--- config.mk ---
export PLATFORM = sky130hd
export DESIGN_NAME = spi_irq_status
export DESIGN_NICKNAME = d
export VERILOG_FILES = /design/src/rtl/spi_irq_pkg.sv /design/src/rtl/spi_irq_stat_core.sv /design/src/rtl/spi_irq_regs.sv /design/src/rtl/spi_irq_out.sv /design/src/rtl/spi_irq_status.sv
export SDC_FILE = /design/constraint.sdc
export NUM_CORES = 1
export LEC_CHECK = 0
export CAP_MARGIN = 20
export CELL_PAD_IN_SITES_DETAIL_PLACEMENT = 2
export CELL_PAD_IN_SITES_GLOBAL_PLACEMENT = 2
export CORE_AREA = 4 4 99 101
export CTS_BUF_LIST = sky130_fd_sc_hd__clkbuf_4 sky130_fd_sc_hd__clkbuf_8 sky130_fd_sc_hd__clkbuf_16
export CTS_CLUSTER_SIZE = 25
export DETAILED_ROUTE_END_ITERATION = 12
export DIE_AREA = 0 0 103 105
export GPL_TIMING_DRIVEN = 1
export PLACE_DENSITY = 0.76
export SLEW_MARGIN = 20
export SYNTH_ARGS = -nofsm -noshare
export SYNTH_HDL_FRONTEND = slang
export SYNTH_SLANG_ARGS = --single-unit
--- constraint.sdc ---
create_clock -name clk -period 1.4 [get_ports clk]
set_clock_uncertainty 0.05 [all_clocks]
set_input_delay 0.28 -clock clk [delete_from_list [all_inputs] [get_ports clk]]
set_output_delay 0.28 -clock clk [all_outputs]
set_load 0.005 [all_outputs]
--- src/rtl/spi_irq_pkg.sv ---
package spi_irq_pkg;

  localparam int STAT_W = 7;

  localparam int B_RX_OVF    = 0;
  localparam int B_MODE_FAIL = 1;
  localparam int B_TX_LOW    = 2;
  localparam int B_TX_FULL   = 3;
  localparam int B_RX_AVAIL  = 4;
  localparam int B_RX_FULL   = 5;
  localparam int B_TX_UNDF   = 6;

  localparam logic [STAT_W-1:0] STICKY_BITS =
    STAT_W'((1 << B_RX_OVF) | (1 << B_MODE_FAIL) | (1 << B_TX_UNDF));

  typedef enum logic [2:0] {
    A_STAT  = 3'd0,
    A_MSET  = 3'd1,
    A_MCLR  = 3'd2,
    A_MASK  = 3'd3,
    A_TXTHR = 3'd4,
    A_RXTHR = 3'd5
  } reg_sel_e;

  // Places the three event pulses at their status positions.
  function automatic logic [STAT_W-1:0] event_vector(input logic undf,
                                                      input logic ovf,
                                                      input logic mfail);
    logic [STAT_W-1:0] v;
    v = '0;
    v[B_TX_UNDF]   = undf;
    v[B_RX_OVF]    = ovf;
    v[B_MODE_FAIL] = mfail;
    return v;
  endfunction

endpackage

--- src/rtl/spi_irq_stat_core.sv ---
module spi_irq_stat_core
  import spi_irq_pkg::*;
#(
  parameter int CNT_W = 7
) (
  input  logic              clk,
  input  logic              rst_n,
  input  logic              freeze_i,
  input  logic [CNT_W-1:0]  tx_count_i,
  input  logic [CNT_W-1:0]  rx_count_i,
  input  logic              tx_full_i,
  input  logic              rx_full_i,
  input  logic [CNT_W-1:0]  tx_thr_i,
  input  logic [CNT_W-1:0]  rx_thr_i,
  input  logic [STAT_W-1:0] evt_vec_i,
  input  logic [STAT_W-1:0] clr_vec_i,
  output logic [STAT_W-1:0] stat_o
);

  // Level part of the status word, rebuilt from FIFO state.
  function automatic logic [STAT_W-1:0] level_bits(
    input logic [CNT_W-1:0] txc, input logic [CNT_W-1:0] rxc,
    input logic txf, input logic rxf,
    input logic [CNT_W-1:0] txt, input logic [CNT_W-1:0] rxt);
    logic [STAT_W-1:0] v;
    v = '0;
    v[B_TX_LOW]   = (txc < txt);
    v[B_TX_FULL]  = txf;
    v[B_RX_AVAIL] = (rxc >= rxt);
    v[B_RX_FULL]  = rxf;
    return v;
  endfunction

  logic [STAT_W-1:0] stat_q;
  logic [STAT_W-1:0] live_w;
  logic [STAT_W-1:0] kept_w;
  logic [STAT_W-1:0] stat_d;

  always_comb begin
    live_w = level_bits(tx_count_i, rx_count_i, tx_full_i, rx_full_i,
                        tx_thr_i, rx_thr_i);
    // Event set wins over a clear arriving in the same cycle.
    kept_w = ((stat_q & ~clr_vec_i) | evt_vec_i) & STICKY_BITS;
    stat_d = freeze_i ? stat_q : (kept_w | live_w);
  end

  always_ff @(posedge clk or negedge rst_n) begin
    if (!rst_n) stat_q <= '0;
    else        stat_q <= stat_d;
  end

  assign stat_o = stat_q;

endmodule

--- src/rtl/spi_irq_regs.sv ---
module spi_irq_regs
  import spi_irq_pkg::*;
#(
  parameter int ADDR_W = 3,
  parameter int DATA_W = 32,
  parameter int CNT_W  = 7
) (
  input  logic              clk,
  input  logic              rst_n,
  input  logic              wr_i,
  input  logic              rd_i,
  input  logic [ADDR_W-1:0] addr_i,
  input  logic [DATA_W-1:0] wdata_i,
  input  logic [STAT_W-1:0] stat_i,
  output logic [DATA_W-1:0] rdata_o,
  output logic [STAT_W-1:0] mask_o,
  output logic [CNT_W-1:0]  tx_thr_o,
  output logic [CNT_W-1:0]  rx_thr_o,
  output logic [STAT_W-1:0] clr_vec_o
);

  localparam logic [CNT_W-1:0] THR_RESET = CNT_W'(1);

  logic hit_stat, hit_mset, hit_mclr, hit_mask, hit_txthr, hit_rxthr;
  logic [STAT_W-1:0] wbits;
  logic [STAT_W-1:0] mask_q;
  logic [CNT_W-1:0]  tx_thr_q, rx_thr_q;

  assign hit_stat  = (addr_i == ADDR_W'(A_STAT));
  assign hit_mset  = (addr_i == ADDR_W'(A_MSET));
  assign hit_mclr  = (addr_i == ADDR_W'(A_MCLR));
  assign hit_mask  = (addr_i == ADDR_W'(A_MASK));
  assign hit_txthr = (addr_i == ADDR_W'(A_TXTHR));
  assign hit_rxthr = (addr_i == ADDR_W'(A_RXTHR));
  assign wbits     = wdata_i[STAT_W-1:0];

  always_ff @(posedge clk or negedge rst_n) begin
    if (!rst_n) begin
      mask_q <= '0;
    end else if (wr_i && hit_mset) begin
      mask_q <= mask_q | wbits;
    end else if (wr_i && hit_mclr) begin
      mask_q <= mask_q & ~wbits;
    end
  end

  always_ff @(posedge clk or negedge rst_n) begin
    if (!rst_n) begin
      tx_thr_q <= THR_RESET;
      rx_thr_q <= THR_RESET;
    end else if (wr_i) begin
      if (hit_txthr) tx_thr_q <= wdata_i[CNT_W-1:0];
      if (hit_rxthr) rx_thr_q <= wdata_i[CNT_W-1:0];
    end
  end

  // Clear request: a status read clears all, a status write clears its ones.
  always_comb begin
    clr_vec_o = '0;
    if (rd_i && hit_stat)      clr_vec_o = '1;
    else if (wr_i && hit_stat) clr_vec_o = wbits;
  end

  always_comb begin
    rdata_o = '0;
    if (hit_stat)       rdata_o = DATA_W'(stat_i);
    else if (hit_mask)  rdata_o = DATA_W'(mask_q);
    else if (hit_txthr) rdata_o = DATA_W'(tx_thr_q);
    else if (hit_rxthr) rdata_o = DATA_W'(rx_thr_q);
  end

  assign mask_o   = mask_q;
  assign tx_thr_o = tx_thr_q;
  assign rx_thr_o = rx_thr_q;

endmodule

--- src/rtl/spi_irq_out.sv ---
module spi_irq_out
  import spi_irq_pkg::*;
(
  input  logic              clk,
  input  logic              rst_n,
  input  logic              freeze_i,
  input  logic [STAT_W-1:0] mask_i,
  input  logic [STAT_W-1:0] stat_i,
  output logic              irq_o
);

  logic irq_q;
  logic pend_w;

  assign pend_w = |(mask_i & stat_i);

  always_ff @(posedge clk or negedge rst_n) begin
    if (!rst_n)         irq_q <= 1'b0;
    else if (!freeze_i) irq_q <= pend_w;
  end

  assign irq_o = irq_q;

endmodule

--- src/rtl/spi_irq_status.sv ---
module spi_irq_status
  import spi_irq_pkg::*;
#(
  parameter int CNT_W  = 7,
  parameter int ADDR_W = 3,
  parameter int DATA_W = 32
) (
  input  logic              clk,
  input  logic              rst_n,
  input  logic              lin_mode_i,
  input  logic [CNT_W-1:0]  tx_count_i,
  input  logic [CNT_W-1:0]  rx_count_i,
  input  logic              tx_full_i,
  input  logic              rx_full_i,
  input  logic              evt_tx_underflow_i,
  input  logic              evt_rx_overflow_i,
  input  logic              evt_mode_fail_i,
  input  logic              reg_wr_i,
  input  logic              reg_rd_i,
  input  logic [ADDR_W-1:0] reg_addr_i,
  input  logic [DATA_W-1:0] reg_wdata_i,
  output logic [DATA_W-1:0] reg_rdata_o,
  output logic              irq_o
);

  logic [STAT_W-1:0] evt_vec_w;
  logic [STAT_W-1:0] clr_vec_w;
  logic [STAT_W-1:0] stat_w;
  logic [STAT_W-1:0] mask_w;
  logic [CNT_W-1:0]  tx_thr_w;
  logic [CNT_W-1:0]  rx_thr_w;

  assign evt_vec_w = event_vector(evt_tx_underflow_i, evt_rx_overflow_i,
                                  evt_mode_fail_i);

  spi_irq_regs #(
    .ADDR_W (ADDR_W),
    .DATA_W (DATA_W),
    .CNT_W  (CNT_W)
  ) regs_i (
    .clk       (clk),
    .rst_n     (rst_n),
    .wr_i      (reg_wr_i),
    .rd_i      (reg_rd_i),
    .addr_i    (reg_addr_i),
    .wdata_i   (reg_wdata_i),
    .stat_i    (stat_w),
    .rdata_o   (reg_rdata_o),
    .mask_o    (mask_w),
    .tx_thr_o  (tx_thr_w),
    .rx_thr_o  (rx_thr_w),
    .clr_vec_o (clr_vec_w)
  );

  spi_irq_stat_core #(
    .CNT_W (CNT_W)
  ) core_i (
    .clk        (clk),
    .rst_n      (rst_n),
    .freeze_i   (lin_mode_i),
    .tx_count_i (tx_count_i),
    .rx_count_i (rx_count_i),
    .tx_full_i  (tx_full_i),
    .rx_full_i  (rx_full_i),
    .tx_thr_i   (tx_thr_w),
    .rx_thr_i   (rx_thr_w),
    .evt_vec_i  (evt_vec_w),
    .clr_vec_i  (clr_vec_w),
    .stat_o     (stat_w)
  );

  spi_irq_out out_i (
    .clk      (clk),
    .rst_n    (rst_n),
    .freeze_i (lin_mode_i),
    .mask_i   (mask_w),
    .stat_i   (stat_w),
    .irq_o    (irq_o)
  );

endmodule

==> results of run 1 <==
[power by group through the flow]
stage          Combinational [W]  Clock [W]  Sequential (W)
2_1_floorplan           0.000468          0         0.00105
3_3_place_gp            0.000925          0         0.00107
3_5_place_dp            0.000987          0         0.00108
4_1_cts                  0.00117    0.00108         0.00107
5_1_grt                  0.00149    0.00111         0.00110
6_report                 0.00136    0.00105         0.00109
[critical path: cells and delay by family, from the launching register on]
family,cells,cell delay [ps]
buffers and inverters,1,140
DFF,1,560
and+or+nand+nor,1,100
muxes,1,100
AOI/OAI and AO/OA,2,190
[layout by cell type, fill, tap and decap left out, types with 2 or more instances in the layout]
| master | count |
|---|---|
| buf_12 | 6 |
| bufinv_16 | 2 |
| mux2i_1 | 3 |
| nor2_2 | 3 |
| a211oi_2 | 2 |
| inv_1 | 13 |
| a21oi_1 | 9 |
| dfrtp_1 | 27 |
| clkbuf_8 | 5 |
| o21ai_2 | 3 |
| dfstp_2 | 2 |
| nand3_2 | 3 |
| buf_6 | 10 |
| a31oi_1 | 3 |
| nand2_1 | 27 |
| nor2_1 | 4 |
| dlygate4sd2_1 | 2 |
| ha_1 | 6 |
| clkdlybuf4s50_1 | 29 |
| mux2i_2 | 4 |
| mux2_2 | 10 |
| conb_1 | 25 |
| inv_4 | 3 |
| o21ai_0 | 15 |
| nand4_1 | 4 |
| buf_2 | 8 |
| o21ai_1 | 12 |
| buf_4 | 44 |
| a21oi_2 | 8 |
| ha_4 | 7 |
| nor4b_4 | 2 |
| nand3_1 | 4 |
[kinds of logic after synthesis]
| family | synth area share (%) |
|---|---|
| flip-flops | 36.1 |
| buffers and inverters | 15.6 |
| multiplexers | 9.62 |
| AND/OR/NAND/NOR | 15.2 |
| adder cells (fa/ha/maj) | 8.06 |
| AO/OA/AOI/OAI | 15.3 |
| other | 0.186 |
[Yosys cell counts (2+ instances only)]
library cell	count	area (um^2)
buf_2	2	10.0
and2_1	2	12.5
inv_1	17	63.8
nand2b_1	2	12.5
mux2i_1	7	70.1
a211oi_1	2	15.0
clkbuf_1	3	11.3
nor4b_2	2	30.0
buf_4	26	195
buf_6	3	33.8
mux2_2	11	124
dfstp_2	2	52.6
nand2_1	27	101
nor2_1	8	30.0
a21oi_1	18	90.1
ha_1	13	163
nand4_1	4	25.0
o21ai_0	30	150
nand3_1	7	35.0
a31oi_1	3	18.8
dfrtp_1	27	676
a22oi_1	2	15.0
[stage by stage]
stage	TNS, ps	utilization, %
after floorplan	0	-
after global routing	-2410	36.8
after detailed placement	-20480	30.8
after CTS	-2050	34.6
final	-1800	36.8
after global placement	-18430	30.8
[final cells by class]
| type | count | area, um^2 |
|---|---|---|
| timing repair buffer | 102 | 943 |
| fill | 972 | 5700 |
| clock buffer | 5 | 68.8 |
| tap | 111 | 139 |
| sequential | 29 | 728 |
| clock inverter | 3 | 65.1 |
| inverter | 17 | 71.3 |
| multi-input combinational | 169 | 1310 |
[worst paths after layout]
path | startpoint | to | slack (ps) | cells after the start
max in group asynchronous | rst_n | regs_i.rx_thr_o[0] | 740 | 2
hold / removal | rst_n | core_i.stat_o[2] | 310 | 2
hold reg to reg | core_i.stat_o[6] | core_i.stat_o[6] | 540 | 2
min in group clk | evt_tx_underflow_i | core_i.stat_o[6] | 500 | 3
setup reg to reg | regs_i.rx_thr_o[6] | core_i.stat_o[4] | -110 | 6
setup / recovery | regs_i.tx_thr_o[0] | reg_rdata_o[0] | -310 | 5
[repair_timing]
action,in CTS,in global routing
resized for setup,78,44
pin swaps,10,18
endpoints found under the setup margin,35,29
cloned,0,1
hold buffers,0,0
setup buffers,12,6
[per-layer routing]
layer  wire length (um)  part of all wire (%)  up-vias
met4                210                   2.4        0
met3                268                   3.1       13
met2               4640                    54       53
li1                   -                     -      927
met1               3490                    40      995
met5                  0                     0        -
==> results.md, run 1 <==
- Status: finished with violations
- Violated checks: negative setup slack
- Drt via density: ~4.6
- Post-placement cell count: 412
- Final wirelength: ~8600 um
- Antenna viol nets, final: 0
- Worst Hold Slack: 314 ps
- Initial antenna violation count: 0
- Leak: 1.48 nW
- Hold Crit Class: in -> async
- Pre-Repair DR Iteration Count: 4
- CTS max path bufs: 2
- Via count: 1988
- Crit-path max FO: 2
- RSZ-0062 raised after global routing: yes
- Syn_area_per_cell: 8.96 um^2
- Critical Path RT: around 1100 ps
- Share of cells above drive strength 1: 42.2%
- Routed WL per cell: 19.8 um
- Clock root buffer: clkbuf_8
- Largest net degree at the start of global routing: 30
- Chip Width: 103 um
- CTS clk-pin slew, worst paths: 70 ps
- Async set-reset flop share out of synthesis: 100%
- Synthesized area: approximately 2000 um^2
- Clk sinks: 29
- Sw Ratio: 30.9%
- Peak supply drop: 0.000387 V
- Sequential Power Share: around 31%
- Setup CP Type: reg -> out
- Worst path max stage delay: 560 ps
- PD cells: around 1100 nW/um^2
- Area of the core: 9020 um^2
- First-pass GRT wire length: 12400 um
- Initial core utilization: between 20 and 25%
- Met2 Use GR: 26.5%
- Top achievable clock speed: ~580 MHz
- Diodes inserted: 0
- Busiest grt layer: met2
- Crit. End Element: primary output
- Comb pwr share: 38.9%
- Area growth syn-to-layout: 64.8%
- Hold Vio Cnt, Final: 0
- Tot Pwr: 0.00350 W
- Worst EP arrival: 1380 ps
- Fin area: 3320 um^2
- Io pins: between 90 and 100
- # rows: 35
- Post-Place Setup Slack: -1040 ps
- Cell internal pwr: approximately 0.0024 W
- Total GRT Usage: 15.2%
- Top_reg_cell synth: dfrtp_1
- CP max-delay cell: dfstp_2
- Startpoint types: flop
- Worst skew pair latency: 290 ps
- Final period util: 122%
- Switching power: 0.00108 W
- Met3 Use GR: 1.87%
- CTS buffer count: 5
- Yosys warning total: 0
- Layout Cells excl Fill: 436
- Clock period minus worst slack: 1710 ps
- Post-DP Area: 2780 um^2
- IO Port Bufs: 41
- Register area share after synthesis: 36.1%
- Max-slew violations: 0
- Drt drc: 0
- Flops & latches, synth: 29
- Vias in the first global route: 2259
- Mapped Cells: 225
- Worst-path cell chain: mux2i_2 -> nor2_1 -> a21oi_1 -> o21ai_1 -> buf_2
- Max Cap Viol: 0
- GPL Wtd Cong: 0.783
- Die area: 10800 um^2
- Number of enable flip-flop cells after synthesis: 0
- Nets: about 400
- Final HPWL DP: 5860 um
- Final setup fails: 9
- GR Layer Usage met1: a little under a fifth
- DRT iter0 DRCs: 85
- CTS tree: yes
- H-tree levels: 2
- Chip height: 105 um
- Final worst slack: -310 ps
- Clock Power Share: between 30% and 40%
- Post-synthesis cell type count: 29
- GRT overflow: 0
Note: power is estimated with default switching activity, not from simulation.
==> inputs of run 2 (changes only) <==
CELL_PAD_IN_SITES_DETAIL_PLACEMENT = 1   (was 2)
CELL_PAD_IN_SITES_GLOBAL_PLACEMENT = 1   (was 2)
CORE_AREA = 4 4 87 89   (was 4 4 99 101)
DIE_AREA = 0 0 91 93   (was 0 0 103 105)
PLACE_DENSITY = 0.78   (was 0.76)
==> run 2 against run 1 <==
The run still ends with negative setup slack left. Critical path type unchanged. Worst setup slack improved by 41 ps. Maximum frequency rose by 2.4%. Sequential cell count did not move. Via count fell by 4.7%. Non-clock buffer count fell by 12. Highest routed layer unchanged. Design area fell by 10%. Count of clock-buffer cells in the layout rose by 2.
==> results.md, run 2 (same netlist as run 1, synthesis figures left out) <==
- Status: finished with violations
- Violated checks: negative setup slack
- Worst Path Buf+Inv: 1 (unchanged)
- Drt drc: 0 (unchanged)
- Tot Pwr: 0.00287 W (-18%)
- Worst skew pair latency: 270 ps (-20 ps)
- Largest net degree at the start of global routing: 30 (unchanged)
- IO Port Bufs: 41 (unchanged)
- Via count: 1894 (-4.7%)
- Final period util: 119% (-2.9 points)
- CTS max path bufs: 2 (unchanged)
- Hold Vio Cnt, Final: 0 (unchanged)
- H-tree levels: 2 (unchanged)
- Fillers: 823 (-15%)
- Leak: 1.37 nW (-7.8%)
- RSZ-0062 raised after global routing: yes
- Worst EP arrival: 1340 ps (-40 ps)
- PD cells: 962 nW/um^2 (-8.8%)
- Worst-path cell chain: mux2i_1 -> nor2_1 -> a21oi_1 -> o21ai_1 -> buf_2
- Clk sinks: 29 (unchanged)
- Area of the core: 6760 um^2 (-25%)
- Worst path max stage delay: 530 ps (-30 ps)
- Commonest non-fill, non-tap cell in the layout: buf_4
- CTS tree: yes
- Nets: 384 (-3.0%)
- Crit-path max FO: 2 (unchanged)
- CP top delay family: flip-flops
- Final wirelength: 6490 um (-25%)
- CP max-delay cell: dfstp_2
- Final worst slack: -270 ps (+40.7 ps)
- Crit. End Element: primary output
- CTS clk-pin slew, worst paths: 60 ps (about the same)
- Startpoint types: flop
- Post-Place Setup Slack: -977 ps (+66.0 ps)
- Area growth syn-to-layout: 48.0%
- Total GRT Usage: 15.5% (+0.33 points)
- Peak supply drop: 0.000354 V (-8.3%)
- Max Cap Viol: 0 (unchanged)
- Diodes inserted: 0 (unchanged)
- Hold Crit Class: in -> async
- Post-placement cell count: 378 (-8.3%)
- Max-slew violations: 0 (unchanged)
- Drt via density: 4.82 (+5.7%)
- GPL Wtd Cong: 0.835 (+6.6%)
- Setup CP Type: reg -> out
- Most frequent cells in the layout: buf_4, clkdlybuf4s50_1, nand2_1, dfrtp_1, conb_1
- Critical Path RT: 1070 ps (about the same)
- Antenna viol nets, final: 0 (unchanged)
- Layout Cells excl Fill: 393 (-9.9%)
- CTS Hold Buffers Added: 0 (unchanged)
- Die area: 8460 um^2 (-22%)
- Final setup fails: 10 (+1)
- Clock root buffer: clkbuf_8
- GRT overflow: 0 (unchanged)
- Crit path from: regs_i.tx_thr_o[0]
- DRT iter0 DRCs: 94 (+11%)
- First-pass GRT wire length: 10500 um (-15%)
- Pre-Repair DR Iteration Count: 4 (unchanged)
- # rows: 30 (-14%)
- Final HPWL DP: 4750 um (-19%)
- Chip Width: 91 um (-12%)
- Worst flop-to-flop path startpoint: regs_i.rx_thr_o[0]
- CTS buffer count: 5 (unchanged)
- Initial antenna violation count: 0 (unchanged)
- Clock period minus worst slack: 1670 ps (-40.7 ps)
- Io pins: 92 (unchanged)
- Top achievable clock speed: 599 MHz (+2.4%)
- Chip height: 93 um (-11%)
- Vias in the first global route: 2072 (-8.3%)
- Share of cells above drive strength 1: 34.2% (-8.0 points)
- Initial core utilization: 29.9% (+7.5 points)
- Routed WL per cell: 16.5 um (-16%)
-- run 2: changes by cell type in the layout (fill, tap and decap cells not counted), moves of 3 or more --
cell	change
a21oi_1	+5
mux2i_1	+4
a21oi_2	-4
nor2_1	+3
o21ai_2	-3
buf_12	-5
o21ai_1	-5
mux2i_2	-4
buf_4	-5
o21ai_0	+8
-- run 2: where the power goes --
part	internal (W)	leakage [nW]	switching, W
logic	0.000619	1.00	0.000506
clock network	0.000387	0.0491	0.000301
registers	0.000973	0.314	0.0000861
-- run 2: timing repair --
item,4_1_cts,5_1_grt
endpoints found under the setup margin,35,27
buffers inserted,8,3
pin swaps,14,11
gates resized for setup,68,15
gates cloned,1,0
-- run 2: cell type report --
type | instances | area, um^2 | area share [%]
multi-input combinational | 169 | 1220 | 40.8
clock buffer | 7 | 83.8 | 2.81
tap | 80 | 100 | 3.35
sequential | 29 | 728 | 24.4
clock inverter | 1 | 5.00 | 0.168
inverter | 17 | 71.3 | 2.39
timing repair buffer | 90 | 778 | 26.1
-- run 2: path summary, 6_finish.rpt --
kind / cells after the start / endpoint / slack, ps
min in group clk: 1 / out_i.irq_o / 490
worst max-delay path: 5 / reg_rdata_o[0] / -270
worst min-delay path: 2 / regs_i.rx_thr_o[5] / 320
worst min register to register: 1 / out_i.irq_o / 490
worst max register to register: 6 / core_i.stat_o[4] / 0
max in group asynchronous: 2 / regs_i.tx_thr_o[0] / 740
-- run 2: through the flow --
stage,cell area (um^2),hold WS (ps),util (%),setup TNS [ps]
after global routing,2980,318,44.2,-2490
after CTS,2920,319,43.2,-1410
after floorplan,2110,-65.6,-,0
after detailed placement,2700,467,39.9,-19280
after global placement,2700,473,39.9,-18330
final,2980,315,44.2,-1490
-- run 2: routing by layer --
metal	global-route usage, %	wire length, um	vias to the layer above
met5	0	0	-
met4	3.77	120	0
met3	2.90	282	11
met2	29.2	3500	55
met1	18.1	2590	929
li1	-	-	899
-- run 2: worst reg2reg max path: cells and delay by family (launching register included) --
| kind | cells | cell delay [ps] |
|---|---|---|
| adder cells (fa/ha/maj) | 1 | 180 |
| buffers and inverters | 1 | 100 |
| flip-flops | 1 | 540 |
| AND/OR/NAND/NOR | 2 | 200 |
| AO/OA/AOI/OAI | 2 | 210 |
